$ cat src/rtl/dram_seq_pkg.sv
package dram_seq_pkg;

  // Round a picosecond interval up to whole clock cycles.
  function automatic int ps_to_cyc(input int t_ps, input int clk_ps);
    return (t_ps + clk_ps - 1) / clk_ps;
  endfunction

  function automatic int imax(input int a, input int b);
    return (a > b) ? a : b;
  endfunction

  // Phase of one access: strobe open, precharge tail, or free.
  typedef enum logic [1:0] {
    PH_IDLE = 2'd0,
    PH_OPEN = 2'd1,
    PH_PRE  = 2'd2
  } seq_phase_t;

endpackage

$ cat src/rtl/dram_seq_timer.sv
module dram_seq_timer
  import dram_seq_pkg::*;
#(
  parameter int COL_AT  = 1,
  parameter int CAS_AT  = 2,
  parameter int END_AT  = 5,
  parameter int LAST_AT = 8
) (
  input  logic clk,
  input  logic rst,
  input  logic start,
  output logic busy,
  output logic ev_col,
  output logic ev_cas,
  output logic ev_end
);
  localparam int CW = $clog2(LAST_AT + 2);

  seq_phase_t      phase;
  logic [CW-1:0]   cnt;
  logic [CW-1:0]   nxt;
  logic            ev_last;

  // nxt is the edge index (counted from the row strobe edge) about to occur
  assign nxt     = cnt + 1'b1;
  assign busy    = (phase != PH_IDLE);
  assign ev_col  = busy && (nxt == CW'(COL_AT));
  assign ev_cas  = busy && (nxt == CW'(CAS_AT));
  assign ev_end  = busy && (nxt == CW'(END_AT));
  assign ev_last = busy && (nxt == CW'(LAST_AT));

  always_ff @(posedge clk) begin
    if (rst) begin
      phase <= PH_IDLE;
      cnt   <= '0;
    end else if (phase == PH_IDLE) begin
      if (start) begin
        phase <= PH_OPEN;
        cnt   <= '0;
      end
    end else begin
      cnt <= nxt;
      if (ev_end)  phase <= PH_PRE;
      if (ev_last) phase <= PH_IDLE;
    end
  end

  // the column strobe event only happens while the row is open
  a_r3_cas_in_open: assert property (@(posedge clk) disable iff (rst)
    ev_cas |-> (phase == PH_OPEN));

  // a start can only be seen from the idle phase
  a_r7_start_when_idle: assert property (@(posedge clk) disable iff (rst)
    (phase != PH_IDLE) |=> (phase != PH_IDLE) || ($past(ev_last)));

endmodule

$ cat src/rtl/dram_seq_addr.sv
module dram_seq_addr #(
  parameter int ADDR_W = 24,
  parameter int ROW_W  = 12,
  parameter int COL_W  = 12,
  parameter int MA_W   = 12
) (
  input  logic              clk,
  input  logic              rst,
  input  logic              start,
  input  logic              ev_col,
  input  logic [ADDR_W-1:0] addr,
  output logic [MA_W-1:0]   ma
);
  logic [MA_W-1:0] row_ext;
  logic [MA_W-1:0] col_ext;
  logic [MA_W-1:0] col_q;

  assign row_ext = MA_W'(addr[ADDR_W-1 -: ROW_W]);
  assign col_ext = MA_W'(addr[COL_W-1:0]);

  always_ff @(posedge clk) begin
    if (rst) begin
      ma    <= '0;
      col_q <= '0;
    end else begin
      if (start) begin
        ma    <= row_ext;
        col_q <= col_ext;
      end else if (ev_col) begin
        ma <= col_q;
      end
    end
  end

  // once the column is on the bus it stays until the next start
  a_r2_col_held: assert property (@(posedge clk) disable iff (rst)
    ($past(ev_col) && !start) |=> $stable(ma) || $past(start));

endmodule

$ cat src/rtl/dram_seq_strobe.sv
module dram_seq_strobe
  import dram_seq_pkg::*;
#(
  parameter int DATA_W  = 8,
  parameter int MIN_RAS = 5,
  parameter int MIN_RP  = 3,
  parameter int MIN_RC  = 9,
  parameter int MIN_RCD = 2
) (
  input  logic              clk,
  input  logic              rst,
  input  logic              start,
  input  logic              wr,
  input  logic [DATA_W-1:0] wdata,
  input  logic              ev_cas,
  input  logic              ev_end,
  input  logic [DATA_W-1:0] dq_in,
  output logic              ras_n,
  output logic              cas_n,
  output logic              we_n,
  output logic              oe_n,
  output logic [DATA_W-1:0] dq_out,
  output logic              dq_oe,
  output logic              done,
  output logic [DATA_W-1:0] rdata
);
  logic wr_q;

  always_ff @(posedge clk) begin
    if (rst) begin
      ras_n  <= 1'b1;
      cas_n  <= 1'b1;
      we_n   <= 1'b1;
      oe_n   <= 1'b1;
      dq_oe  <= 1'b0;
      dq_out <= '0;
      done   <= 1'b0;
      rdata  <= '0;
      wr_q   <= 1'b0;
    end else begin
      done <= 1'b0;
      if (start) begin
        wr_q  <= wr;
        ras_n <= 1'b0;
        if (wr) begin
          we_n   <= 1'b0;
          dq_oe  <= 1'b1;
          dq_out <= wdata;
        end else begin
          oe_n <= 1'b0;
        end
      end
      if (ev_cas) cas_n <= 1'b0;
      if (ev_end) begin
        ras_n <= 1'b1;
        cas_n <= 1'b1;
        we_n  <= 1'b1;
        oe_n  <= 1'b1;
        dq_oe <= 1'b0;
        done  <= 1'b1;
        if (!wr_q) rdata <= dq_in;
      end
    end
  end

  // Window counters for the timing checks below (saturating)
  localparam int SW = $clog2(imax(MIN_RC, imax(MIN_RAS, 2)) + 2);
  logic [SW-1:0] low_len, high_len, gap_len;
  logic          ras_d;

  always_ff @(posedge clk) begin
    if (rst) begin
      low_len  <= '0;
      high_len <= '1;
      gap_len  <= '1;
      ras_d    <= 1'b1;
    end else begin
      ras_d <= ras_n;
      if (ras_n) low_len <= '0;
      else if (low_len != '1) low_len <= low_len + 1'b1;
      if (!ras_n) high_len <= '0;
      else if (high_len != '1) high_len <= high_len + 1'b1;
      if (ras_d && !ras_n) gap_len <= SW'(1);
      else if (gap_len != '1) gap_len <= gap_len + 1'b1;
    end
  end

  a_r3_ras_min_width: assert property (@(posedge clk) disable iff (rst)
    $rose(ras_n) |-> (low_len >= SW'(MIN_RAS)));

  a_r3_rcd_min: assert property (@(posedge clk) disable iff (rst)
    $fell(cas_n) |-> (low_len >= SW'(MIN_RCD)));

  a_r3_cas_inside_ras: assert property (@(posedge clk) disable iff (rst)
    !cas_n |-> !ras_n);

  a_r6_precharge_min: assert property (@(posedge clk) disable iff (rst)
    $fell(ras_n) |-> (high_len >= SW'(MIN_RP)));

  a_r6_cycle_min: assert property (@(posedge clk) disable iff (rst)
    $fell(ras_n) |-> (gap_len >= SW'(MIN_RC)));

  a_r4_no_bus_fight: assert property (@(posedge clk) disable iff (rst)
    !oe_n |-> !dq_oe);

  a_r5_write_drives: assert property (@(posedge clk) disable iff (rst)
    !we_n |-> (dq_oe && oe_n && !ras_n));

  a_r8_done_single: assert property (@(posedge clk) disable iff (rst)
    done |=> !done);

  a_r8_done_after_ras: assert property (@(posedge clk) disable iff (rst)
    done |-> $rose(ras_n));

endmodule

$ cat src/rtl/dram_access_seq.sv
module dram_access_seq
  import dram_seq_pkg::*;
#(
  parameter int ADDR_W    = 24,
  parameter int ROW_W     = 12,
  parameter int COL_W     = 12,
  parameter int DATA_W    = 8,
  parameter int CLK_PS    = 10000,
  parameter int T_RAS_PS  = 50000,
  parameter int T_RP_PS   = 30000,
  parameter int T_RC_PS   = 84000,
  parameter int T_RCD_PS  = 12000,
  parameter int T_RAH_PS  = 8000,
  parameter int T_CAH_PS  = 8000,
  parameter int T_CAS_PS  = 8000,
  parameter int T_CRP_PS  = 5000,
  parameter int T_RAC_PS  = 50000,
  parameter int T_CAC_PS  = 13000,
  parameter int T_AA_PS   = 25000,
  parameter int T_WCH_PS  = 8000,
  parameter int T_DH_PS   = 7000,
  parameter int MA_W      = (ROW_W > COL_W) ? ROW_W : COL_W
) (
  input  logic              clk,
  input  logic              rst,
  input  logic              req,
  input  logic              wr,
  input  logic [ADDR_W-1:0] addr,
  input  logic [DATA_W-1:0] wdata,
  output logic              done,
  output logic [DATA_W-1:0] rdata,
  output logic              ras_n,
  output logic              cas_n,
  output logic              we_n,
  output logic              oe_n,
  output logic [MA_W-1:0]   ma,
  output logic [DATA_W-1:0] dq_out,
  output logic              dq_oe,
  input  logic [DATA_W-1:0] dq_in
);
  // Minimum times in whole cycles, rounded up
  localparam int C_RAS = ps_to_cyc(T_RAS_PS, CLK_PS);
  localparam int C_RP  = ps_to_cyc(T_RP_PS,  CLK_PS);
  localparam int C_RC  = ps_to_cyc(T_RC_PS,  CLK_PS);
  localparam int C_RCD = ps_to_cyc(T_RCD_PS, CLK_PS);
  localparam int C_RAH = ps_to_cyc(T_RAH_PS, CLK_PS);
  localparam int C_CAH = ps_to_cyc(T_CAH_PS, CLK_PS);
  localparam int C_CAS = ps_to_cyc(T_CAS_PS, CLK_PS);
  localparam int C_CRP = ps_to_cyc(T_CRP_PS, CLK_PS);
  localparam int C_RAC = ps_to_cyc(T_RAC_PS, CLK_PS);
  localparam int C_CAC = ps_to_cyc(T_CAC_PS, CLK_PS);
  localparam int C_AA  = ps_to_cyc(T_AA_PS,  CLK_PS);
  localparam int C_WCH = ps_to_cyc(T_WCH_PS, CLK_PS);
  localparam int C_DH  = ps_to_cyc(T_DH_PS,  CLK_PS);

  // Event schedule, as edge indices after the row strobe edge
  localparam int COL_AT  = imax(1, C_RAH);
  localparam int CAS_AT  = imax(C_RCD, COL_AT);
  localparam int SMP_AT  = imax(C_RAC, imax(COL_AT + C_AA, CAS_AT + C_CAC));
  localparam int HOLD_AT = CAS_AT + imax(1, imax(imax(C_CAS, C_CAH), imax(C_WCH, C_DH)));
  localparam int END_AT  = imax(imax(C_RAS, SMP_AT), HOLD_AT);
  localparam int PRE_LEN = imax(1, imax(imax(C_RP, C_CRP), C_RC - END_AT));
  localparam int LAST_AT = END_AT + PRE_LEN - 1;

  logic busy, start, ev_col, ev_cas, ev_end;

  assign start = req && !busy;

  dram_seq_timer #(
    .COL_AT (COL_AT),
    .CAS_AT (CAS_AT),
    .END_AT (END_AT),
    .LAST_AT(LAST_AT)
  ) u_timer (
    .clk   (clk),
    .rst   (rst),
    .start (start),
    .busy  (busy),
    .ev_col(ev_col),
    .ev_cas(ev_cas),
    .ev_end(ev_end)
  );

  dram_seq_addr #(
    .ADDR_W(ADDR_W),
    .ROW_W (ROW_W),
    .COL_W (COL_W),
    .MA_W  (MA_W)
  ) u_addr (
    .clk   (clk),
    .rst   (rst),
    .start (start),
    .ev_col(ev_col),
    .addr  (addr),
    .ma    (ma)
  );

  dram_seq_strobe #(
    .DATA_W (DATA_W),
    .MIN_RAS(C_RAS),
    .MIN_RP (C_RP),
    .MIN_RC (C_RC),
    .MIN_RCD(C_RCD)
  ) u_strobe (
    .clk   (clk),
    .rst   (rst),
    .start (start),
    .wr    (wr),
    .wdata (wdata),
    .ev_cas(ev_cas),
    .ev_end(ev_end),
    .dq_in (dq_in),
    .ras_n (ras_n),
    .cas_n (cas_n),
    .we_n  (we_n),
    .oe_n  (oe_n),
    .dq_out(dq_out),
    .dq_oe (dq_oe),
    .done  (done),
    .rdata (rdata)
  );

  // the column strobe never falls while the row is still on the bus
  a_r2_col_before_cas: assert property (@(posedge clk) disable iff (rst)
    $fell(cas_n) |-> !$fell(ras_n));

endmodule

$ cat config.mk
export PLATFORM = sky130hd
export DESIGN_NAME = dram_access_seq
export DESIGN_NICKNAME = d
export VERILOG_FILES = /design/src/rtl/dram_seq_pkg.sv /design/src/rtl/dram_seq_timer.sv /design/src/rtl/dram_seq_addr.sv /design/src/rtl/dram_seq_strobe.sv /design/src/rtl/dram_access_seq.sv
export SDC_FILE = /design/constraint.sdc
export NUM_CORES = 1
export LEC_CHECK = 0
export BUFFER_PORTS_ARGS = -buffer_cell sky130_fd_sc_hd__buf_2
export CORE_ASPECT_RATIO = 1.2
export CORE_UTILIZATION = 49
export CTS_CLUSTER_DIAMETER = 80
export DETAILED_ROUTE_END_ITERATION = 10
export GPL_ROUTABILITY_DRIVEN = 0
export HOLD_SLACK_MARGIN = 0.03
export PLACE_DENSITY_LB_ADDON = 0.05
export SYNTH_ARGS = -nofsm -noshare
export SYNTH_HDL_FRONTEND = slang
export SYNTH_SLANG_ARGS = --single-unit
$ cat constraint.sdc
create_clock -name clk -period 2 [get_ports clk]
set_input_delay 0.2 -clock clk [delete_from_list [all_inputs] [get_ports clk]]
set_output_delay 0.2 -clock clk [all_outputs]
set_load 0.1 [all_outputs]
* Yosys cells after proc, flatten, opt, wreduce, memory -nomap -nowiden *
Cells that the tools add are included.

storage, ports and cells
  register bits = 53
  word-level logic and storage cells = 45
  bits of input ports = 44
  output and inout bits = 34

cells by class
  equal/unequal tests = 5
  add/sub/neg operators = 1
  reductions and logical operators = 15
  bitwise operators = 2
  mux-type cells = 9

operators by type and width
  kind                   count
  $mux W12               2
  $mux W2                4
  $mux W4                2
  $reduce_and A2 Y1      4
  $logic_and A1 B1 Y1    5
  $add A4 B1 Y4 const B  1
  $eq A4 B1 Y1 const B   1
  $eq A4 B2 Y1 const B   1
  $eq A4 B3 Y1 const B   1
  $eq A4 B4 Y1 const B   1
  $reduce_bool A2 Y1     2
  $reduce_bool A3 Y1     1
  $logic_not A2 Y1       1
  $ne A2 B2 Y1 const B   1
  $not A1 Y1             2
  $reduce_or A2 Y1       1
  $logic_not A1 Y1       1
  $mux W1                1

* Longest topological paths before layout *
Gate-level depths: netlist of the first run.

  depth after elaboration = 6
  gate-level depth with buffers = 7
  mapped depth without buffers = 6

* Hierarchy *
From an unflattened synthesis of the first run, not the netlist that was laid out.

second synthesis, totals
  cell total of the unflattened synthesis = 238
  area total of the unflattened synthesis = 2386.0 um^2

modules (own cells, without submodules)
  module           area an instance (um^2)  sequential area each (um^2)  times used  cells each
  dram_seq_addr    975.9                    480.5                        1           92
  dram_seq_strobe  950.9                    460.4                        1           94
  dram_seq_timer   445.4                    120.1                        1           51
  dram_access_seq  13.8                     0.0                          1           1

* Least setup slack after synthesis of the first run *
No wires, ideal clock.

  kind = reg-to-reg
  start = register u_timer.cnt[0]
  end = register u_addr.ma[6]
  setup slack = 441 ps
  data arrival time = 1468 ps
  period minus slack after synthesis = 1559 ps
  stages on the path, launching flop included = 8
  cells stage by stage = dfxtp_1 > inv_1 > ha_1 > and2_1 > mux2i_1 > buf_2 > o21ai_0 > a311oi_1

between the ends
  word-level cells in the longest chain between the ends = 4

RTL lines
  what                                 line                  source
  start: declaration                   dram_seq_timer.sv:20  logic [CW-1:0] cnt;
  start signal: assignment             dram_seq_timer.sv:42  cnt <= nxt;
  $add A4 B1 Y4                        dram_seq_timer.sv:25  assign nxt = cnt + 1'b1;
  $eq A4 B1 Y1                         dram_seq_timer.sv:27  assign ev_col = busy && (nxt == CW'(COL_AT));
  $logic_and A1 B1 Y1                  dram_seq_timer.sv:27
  $reduce_bool A2 Y1 (no source line)  --
  end signal: assignment               dram_seq_addr.sv:27   ma <= row_ext;
  end signal: assignment               dram_seq_addr.sv:30   ma <= col_q;
  end: declaration                     dram_seq_addr.sv:12   output logic [MA_W-1:0] ma

No other way between the ends.
A chain may end at the register's enable or synchronous reset.

* Worst setup path in the final report of the first run *
  start = register u_timer.cnt[0]
  end = register u_strobe.dq_oe

between the ends
  word-level cells in the longest chain between the ends = 4

RTL lines
  what                               line                   source
  $add A4 B1 Y4                      dram_seq_timer.sv:25
  $eq A4 B3 Y1                       dram_seq_timer.sv:29   assign ev_end = busy && (nxt == CW'(END_AT));
  $logic_and A1 B1 Y1                dram_seq_timer.sv:29
  $reduce_or A2 Y1 (no source line)  --
  end signal: assignment             dram_seq_strobe.sv:35  dq_oe <= 1'b0;
  end signal: assignment             dram_seq_strobe.sv:47  dq_oe <= 1'b1;
  end signal: assignment             dram_seq_strobe.sv:59  dq_oe <= 1'b0;
  end: declaration                   dram_seq_strobe.sv:23  output logic dq_oe,

No other way between the ends.

==> results_dict.tcl, run 1 <==
set metrics [dict create \
    drive_gt1_frac 0.286 \
    grt_first_pass_wirelength_mm 7.89 \
    critPathMaxFanout 12 \
    detail-route-antenna-nets 0 \
    clk_pin_slew_ns 0.09 \
    finalWorstSetupSlack_ns 0.253 \
    cts_tree "yes" \
    synthCells 262 \
    first_iter_violations 162 \
    final_common_cell "buf_2" \
    slew_headroom 0.572 \
    final_cell_mix "buf_2 (77), dfxtp_1 (53), nand2_1 (52), a21oi_1 (34), nor2_1 (20)" \
    insertedDiodeCount 0 \
    ir_drop_mv 0.599 \
    synth-seq-cells 53 \
    yosysTopAreaCellShare 0.485 \
    yosys-top-cells-area "dfxtp_1 (49%), nand2_1 (8.9%), a21oi_1 (7.8%), a311oi_1 (4.8%), o21ai_0 (3.7%)" \
    tightest_slew_ns 0.641 \
    drv_slew 0 \
    coreArea_um2 4260 \
    synth_area_per_cell_um2 8.34 \
    synth_top_cell_by_area "dfxtp_1" \
    place_ws_ns 0.252 \
    start_util 0.513 \
    period_share 0.873 \
    finalSetupTns_ns 0 \
    place_inst 380 \
    total_power_mw 2.44 \
    vias_per_cell 5.26 \
    fin_skew_ns 0.0105 \
    crit_type "register to register" \
    num-nets-final 378 \
    cts_buffer_depth 2 \
    rsz0062_at_grt "no" \
    dieArea_um2 4730 \
    cts_hold_buf 0 \
    arrival_ns 2.00 \
    fmax_ghz 0.573 \
    synthesis.area_um2 2190 \
    worst_setup_path_start_kind "register" \
    area_growth_pct 22.8 \
    numCtsBuffers 5 \
    grt_max_degree 39 \
    cts-htree-levels 2 \
    routedWlPerCell_um 12.7 \
    post-route-min-period_ns 1.75 \
    instances_no_fill 388 \
    status "finished clean" \
    rows 26 \
    yosys_warnings 0 \
    vias 2041 \
    numPortBuffers 77 \
    clock-sinks 53 \
    dr.pass1.iters 4 \
    worstHoldPathType "input pin to register" \
    grtUsageTotal 0.209 \
    end_kind "register" \
    drcViolationCount 0 \
    detailed_place_hpwl_mm 3.41 \
    cap_violations 0 \
    cp.required_ns 2.25 \
    p_leak_nw 1.14 \
    wirelength_mm 4.93 \
    power_density_nw_per_um2 910 \
    io_pins 78 \
    grt_pass1_vias 1781 \
    cts_setup_buffers 0 \
    syn_nets 309 \
    synth_cell_type_count 30 \
    grt-ovfl-total 0 \
    cts-root-buf "clkbuf_8" \
    clk_latency_ns 0.30 \
    yosysSeqAreaShare 0.485 \
    cts_resized 0 \
    hold_viol_final 0 \
    antenna_found_initial 0 \
    fp.dieH_um 75.2 \
    setup_viol 0 \
    die_w_um 63.0 \
]
[worst max-delay path: stages (launching register included)]
cell     delay, ns
dfxtp_1       0.43
inv_1         0.07
ha_1          0.20
and2_1        0.17
mux2_4        0.33
a21oi_1       0.34
o21a_1        0.17
[registers in the layout, summed over array words and instances, names as in the netlist]
name and count:
u_strobe.cas_n 1, u_strobe.dq_oe 1, u_strobe.we_n 1, u_strobe.dq_out 8, u_addr.ma 12, u_timer.cnt 4
u_strobe.ras_n 1, u_strobe.rdata 8, u_strobe.oe_n 1, u_strobe.done 1, u_addr.col_q 12, u_strobe.wr_q 1
u_timer.phase 2
[cell families (layout without fill, tap and decap cells)]
family | Yosys count | after routing | share of synthesized area
buffers and inverters | 23 | 93 | 0.0498
flip-flops | 53 | 53 | 0.485
multiplexers | 2 | 2 | 0.0114
AND/OR/NAND/NOR | 104 | 104 | 0.220
XOR/XNOR | 4 | 4 | 0.0160
adder cells (fa/ha/maj) | 3 | 3 | 0.0172
AO/OA/AOI/OAI | 73 | 73 | 0.200
[Yosys cell counts, drive strengths merged]
master and instances:
inv 2, o21ai 16, dfxtp 53, nand3b 1
and2 2, or3 1, a21oi 34, buf 10
nand2 52, a31o 1, o21a 1, a311oi 12
xnor2 2, mux2 1, nor3b 1, ha 3
nor2 20, or2 1, mux2i 1, o31ai 8
a31oi 1, nand3 14, nor2b 2, xor2 2
and3 2, nand4b 8, clkbuf 11
[stage by stage]
stage               cell area (µm²)  utilization  hold slack (ns)
detailed placement             2590        0.607            0.436
global route                   2690        0.630            0.121
finish                         2690        0.630            0.125
floorplan                      2190            -            0.336
CTS                            2690        0.630            0.119
global placement               2590        0.607            0.433
[final timing paths]
check,startpoint,to,cells after the start,slack (ns)
min,wdata[5],u_strobe.dq_out[5]$_SDFFE_PP0P_,3,0.13
max reg2reg,u_timer.cnt[0]$_SDFFE_PP0P_,u_strobe.dq_oe$_SDFFE_PP0P_,6,0.25
max,u_timer.cnt[0]$_SDFFE_PP0P_,u_strobe.dq_oe$_SDFFE_PP0P_,6,0.25
min reg2reg,u_strobe.we_n$_SDFFE_PP1P_,u_strobe.we_n$_SDFFE_PP1P_,2,0.45
[per-layer routing]
metal,vias to the layer above,GRT usage,wire [µm],part of all wire
met5,-,0,0,0
met4,0,0.0465,42,0.0085
met3,4,0.0500,203,0.041
met2,49,0.379,2480,0.50
met1,936,0.251,2200,0.45
li1,1052,-,-,-
[power breakdown]
part | leakage [nW] | switching (mW) | total [mW] | internal [mW]
logic | 0.655 | 0.521 | 0.667 | 0.146
registers | 0.434 | 0.0393 | 1.16 | 1.12
clock network | 0.0512 | 0.333 | 0.614 | 0.281
[area by class of cell]
type                            instances  area, µm²
Clock buffer                            6       82.6
Clock inverter                          2       13.8
Fill cell                             416       1580
Inverter                                2       7.51
Multi-Input combinational cell        186       1020
Sequential cell                        53       1060
Tap cell                               56       70.1
Timing Repair Buffer                   83        430
Note: power is estimated with default switching activity, not from simulation.
==> inputs of run 2 (changes only) <==
CORE_ASPECT_RATIO = 0.7   (was 1.2)
==> run 2 against run 1 <==
Effect of this change:
- register-to-register slack worse by 0.04 ns
- sequential cell count is the same
- clock skew is 0.0055 ns lower
- sequential power is essentially flat
- sequential share of layout area is 0.13 points lower
- global-route usage up 1.4 points
- setup slack worse by 0.038 ns
- count of clock-buffer cells in the layout grew 1
- hold slack worse by 0.0071 ns
==> results_dict.tcl, run 2 (synthesis gave the netlist of run 1 again) <==
set metrics [dict create \
    status "finished clean" \
    clk_latency_ns 0.31 \
    drv_slew 0 \
    dieArea_um2 4740 \
    fin_skew_ns 0.00504 \
    power_density_nw_per_um2 922 \
    first_iter_violations 139 \
    cts-root-buf "clkbuf_8" \
    arrival_ns 2.04 \
    hold_ws_ns 0.118 \
    grt_first_pass_wirelength_mm 8.06 \
    setup_viol 0 \
    fin_area_um2 2690 \
    insertedDiodeCount 0 \
    grt-ovfl-total 0 \
    start_util 0.535 \
    post-route-min-period_ns 1.79 \
    die_w_um 81.8 \
    place_inst 376 \
    rsz0062_at_grt "no" \
    worst_setup_path_start_kind "register" \
    antenna_found_initial 0 \
    grt_pass1_vias 1746 \
    reg.largest.list "u_addr.col_q: 12 flops, u_addr.ma: 12 flops" \
    dpl-instance-area_um2 2590 \
    detailed_place_hpwl_mm 3.47 \
    p_leak_nw 1.14 \
    vias 2035 \
    num-nets-final 378 \
    cts_resized 0 \
    final_common_cell "buf_2" \
    wirelength_mm 4.97 \
    nFillCells 368 \
    clk_pin_slew_ns 0.09 \
    rows 19 \
    instances_no_fill 384 \
    cts_hold_buf 0 \
    clock-sinks 53 \
    critPathMaxFanout 23 \
    vias_per_cell 5.30 \
    numPortBuffers 77 \
    grtUsageTotal 0.223 \
    cts_tree "yes" \
    fmax_ghz 0.560 \
    io_pins 78 \
    cts-htree-levels 2 \
    crit_type "register to register" \
    numCtsBuffers 5 \
    fp.dieH_um 57.9 \
    cts_buffer_depth 2 \
    area_growth_pct 23.2 \
    worstHoldPathType "input pin to register" \
    grt_max_degree 38 \
    period_share 0.893 \
    slew_headroom 0.675 \
    hold_viol_final 0 \
    coreArea_um2 4090 \
    cts_setup_buffers 0 \
    ir_drop_mv 0.622 \
    cap_violations 0 \
    cp.required_ns 2.26 \
    end_kind "register" \
    finalSetupTns_ns 0 \
    routedWlPerCell_um 12.9 \
    dr.pass1.iters 4 \
    drcViolationCount 0 \
    detail-route-antenna-nets 0 \
    drive_gt1_frac 0.283 \
    tightest_slew_ns 0.490 \
    final_cell_mix "buf_2 (77), dfxtp_1 (53), nand2_1 (52), a21oi_1 (34), nor2_1 (20)" \
]
[run 2: cell types whose count changed in the layout (fill, tap and decap cells not counted)]
cell      change
mux2i_2       -1
clkinv_4      -1
clkbuf_8      +1
buf_12        +1
mux2i_1       +1
buf_4         -1
[run 2: worst paths after layout]
path	endpoint	from	depth (start not counted)	slack (ns)
max	u_strobe.dq_oe$_SDFFE_PP0P_	u_timer.cnt[0]$_SDFFE_PP0P_	6	0.21
min	u_addr.col_q[3]$_SDFFE_PP0P_	addr[3]	3	0.12
max reg2reg	u_strobe.dq_oe$_SDFFE_PP0P_	u_timer.cnt[0]$_SDFFE_PP0P_	6	0.21
min reg2reg	u_strobe.we_n$_SDFFE_PP1P_	u_strobe.we_n$_SDFFE_PP1P_	2	0.45
[run 2: layer usage]
layer / wire length (µm) / track usage
met3: 306 / 0.0535
met1: 2530 / 0.318
met4: 54 / 0.0752
met2: 2080 / 0.329
met5: 0 / 0
[run 2: final cells by class]
class | count | area, µm² | share of cell area
clock buffers | 7 | 96.3 | 0.0358
repair buffers | 83 | 443 | 0.164
inverters | 2 | 7.51 | 0.00279
multi-input cells | 186 | 1020 | 0.377
clock inverters | 1 | 5.00 | 0.00186
well taps | 52 | 65.1 | 0.0242
flip-flops and latches | 53 | 1060 | 0.394
[run 2: per-stage QoR]
stage | power [mW] | util | setup WS, ns
2_1_floorplan | 1.72 | - | 0.441
3_3_place_gp | 1.85 | 0.634 | 0.257
3_5_place_dp | 1.86 | 0.634 | 0.226
4_1_cts | 2.50 | 0.659 | 0.204
5_1_grt | 2.60 | 0.659 | 0.0772
6_report | 2.48 | 0.659 | 0.215
[run 2: worst max-delay path, cell delays in order (launching register included)]
cell,delay (ns)
dfxtp_1,0.43
inv_1,0.07
ha_1,0.20
and2_1,0.16
mux2_4,0.37
a21oi_1,0.33
o21a_1,0.17
[run 2: report_power, final]
group,switching [mW],internal [mW],total [mW]
clock network,0.337,0.313,0.651
registers,0.0403,1.12,1.16
logic,0.520,0.150,0.670
==> inputs of run 3 (changes only) <==
CORE_UTILIZATION = 50   (was 49)
CTS_CLUSTER_SIZE = 40   (was unset)
SYNTH_HIERARCHICAL = 1   (was unset)
==> run 3 against run 2 <==
Effect of this change:
- the run now ends with design-rule violations left
- critical path depth grew 1
- first-iteration DRC count shrank 42%
- die area grew 6.8%
- highest routed layer unchanged
- clock skew is essentially flat
- setup slack lost 0.018 ns
- register-to-register slack lost 0.02 ns
- largest power group unchanged
==> results_dict.tcl, run 3 <==
set metrics [dict create \
    status "complete, but fails checks" \
    violations "design-rule violations" \
    grt_first_pass_wirelength_mm 7.91 \
    syn_nets 286 \
    worst_setup_path_start_kind "register" \
    worstHoldStart "addr[4]" \
    vias 1947 \
    rsz0062_at_grt "no" \
    first_iter_violations 81 \
    worstHoldPathType "input pin to register" \
    min_to "u_addr/col_q[4]$_SDFFE_PP0P_" \
    fp.dieH_um 59.8 \
    grt_pass1_vias 1703 \
    antenna_found_initial 0 \
    end_kind "register" \
    synthFlopType "dfxtp_1" \
    cp.required_ns 2.17 \
    area_growth_pct 22.9 \
    grt_max_degree 45 \
    reg2reg_depth 7 \
    slew_headroom 0.539 \
    hold_viol_final 0 \
    synthCells 238 \
    yosysSeqAreaShare 0.445 \
    insertedDiodeCount 0 \
    synthesis.area_um2 2390 \
    detail-route-antenna-nets 0 \
    fmax_ghz 0.555 \
    period_share 0.901 \
    rows 20 \
    dr.pass1.iters 7 \
    num-nets-final 364 \
    yosys-top-cells-area "dfxtp_1 (44%), mux2i_1 (10%), a211oi_1 (4.4%), nand4bb_1 (3.8%), nor2b_1 (3.4%)" \
    async_flop_share 0 \
    synth_top_cell_by_area "dfxtp_1" \
    cts-root-buf "clkbuf_8" \
    synth_commonest_cells "dfxtp_1 (53), mux2i_1 (25), nor2_1 (18)" \
    crit_type "register to register" \
    power_density_nw_per_um2 919 \
    yosysTopAreaCellShare 0.445 \
    tightest_slew_ns 0.691 \
    final_common_cell "buf_2" \
    rr_startpoint "u_timer/cnt[1]$_SDFFE_PP0P_" \
    wirelength_mm 4.90 \
    cts_setup_buffers 0 \
    ir_drop_mv 0.538 \
    grt-ovfl-total 0 \
    synth.most_common_cell "dfxtp_1" \
    clk_latency_ns 0.30 \
    synth_area_per_cell_um2 10.0 \
    cts_buffer_depth 2 \
    worstSetupStartpoint "u_timer/cnt[1]$_SDFFE_PP0P_" \
    fin_skew_ns 0.00501 \
    final_cell_mix "buf_2 (77), dfxtp_1 (53), mux2i_1 (25), nor2_1 (18), a211oi_1 (14)" \
    drive_gt1_frac 0.350 \
    post-route-min-period_ns 1.80 \
    dieArea_um2 5060 \
    io_pins 78 \
    rr_endpoint "u_addr/ma[5]$_SDFFE_PP0P_" \
    numCtsBuffers 5 \
    rrSetupSlack_ns 0.20 \
    setup_viol 0 \
    reg.largest.list "u_addr/col_q: 12 flops, u_addr/ma: 12 flops" \
    clock-sinks 53 \
    clk_pin_slew_ns 0.09 \
    coreArea_um2 4450 \
    hold_depth 3 \
    routedWlPerCell_um 13.2 \
    finalSetupTns_ns 0 \
    fin_util 0.658 \
    cts_tree "yes" \
    synth-seq-cells 53 \
    drv_slew 0 \
    vias_per_cell 5.23 \
    grtUsageTotal 0.202 \
    synth_edf_count 0 \
    cts-htree-levels 2 \
    p_leak_nw 1.34 \
    cts_hold_buf 0 \
    critPathMaxFanout 12 \
    synth_cell_type_count 46 \
    drcViolationCount 10 \
    cap_violations 0 \
    die_w_um 84.6 \
    cts_resized 0 \
    start_util 0.536 \
    detailed_place_hpwl_mm 3.51 \
    yosys_warnings 6 \
    arrival_ns 1.97 \
    numPortBuffers 77 \
]
[run 3: cell count changes after synthesis, moves of 9 or more]
cell	before	now
mux2i_1	1	25
a311oi_1	12	0
nand2_1	52	2
clkbuf_1	11	2
nand2b_1	0	9
a211oi_1	0	14
a21oi_1	34	10
nor2b_1	2	13
[run 3: cell families (layout without fill, tap and decap cells)]
logic type | after synthesis | in the layout | share of synthesized area
compound gates | 54 | 54 | 0.158
xor+xnor | 2 | 2 | 0.0105
fa+ha+maj | 4 | 4 | 0.0210
buf+inv | 25 | 104 | 0.0593
flops | 53 | 53 | 0.445
mux | 25 | 25 | 0.105
simple gates | 75 | 75 | 0.201
[run 3: worst max-delay path by stage]
stage	end	slack, ns
after floorplan	u_addr/ma[0]$_SDFFE_PP0P_	0.14
after global placement	u_addr/ma[8]$_SDFFE_PP0P_	0.24
after detailed placement	u_addr/ma[7]$_SDFFE_PP0P_	0.19
after CTS	u_addr/ma[7]$_SDFFE_PP0P_	0.18
after global routing	u_addr/ma[7]$_SDFFE_PP0P_	0.01
final	u_addr/ma[5]$_SDFFE_PP0P_	0.20
[run 3: power breakdown]
part	leakage [nW]	switching, mW	internal, mW
clock network	0.0554	0.343	0.376
logic	0.855	0.566	0.233
registers	0.434	0.0451	1.13
[run 3: layer usage]
metal,part of all wire,GRT usage
met3,0.066,0.0539
met2,0.41,0.297
met4,0.0078,0.0630
met5,0,0
met1,0.51,0.289
[run 3: layout make-up]
cell class,count,area [µm²]
clock buffers,6,72.6
inverters,9,33.8
repair buffers,87,473
multi-input cells,160,1180
clock inverters,2,38.8
flip-flops and latches,53,1060
fillers,384,1520
well taps,55,68.8
[run 3: metrics by stage]
stage / hold slack [ns] / setup slack (ns) / instances / total power [mW] / cell area [µm²]
after floorplan: 0.269 / 0.136 / 238 / 1.83 / 2390
after global placement: 0.435 / 0.244 / 364 / 1.99 / 2820
after detailed placement: 0.444 / 0.193 / 364 / 2.00 / 2820
after CTS: 0.127 / 0.176 / 372 / 2.72 / 2930
after global routing: 0.144 / 0.0133 / 372 / 2.81 / 2930
final: 0.128 / 0.197 / 372 / 2.70 / 2930
[run 3: critical path, stage by stage, from the launching register on]
cell and delay, ns:
dfxtp_1 0.38, ha_1 0.23, xor2_1 0.15, a211oi_1 0.24
and2_1 0.20, buf_12 0.16, mux2i_1 0.21, a211oi_1 0.09
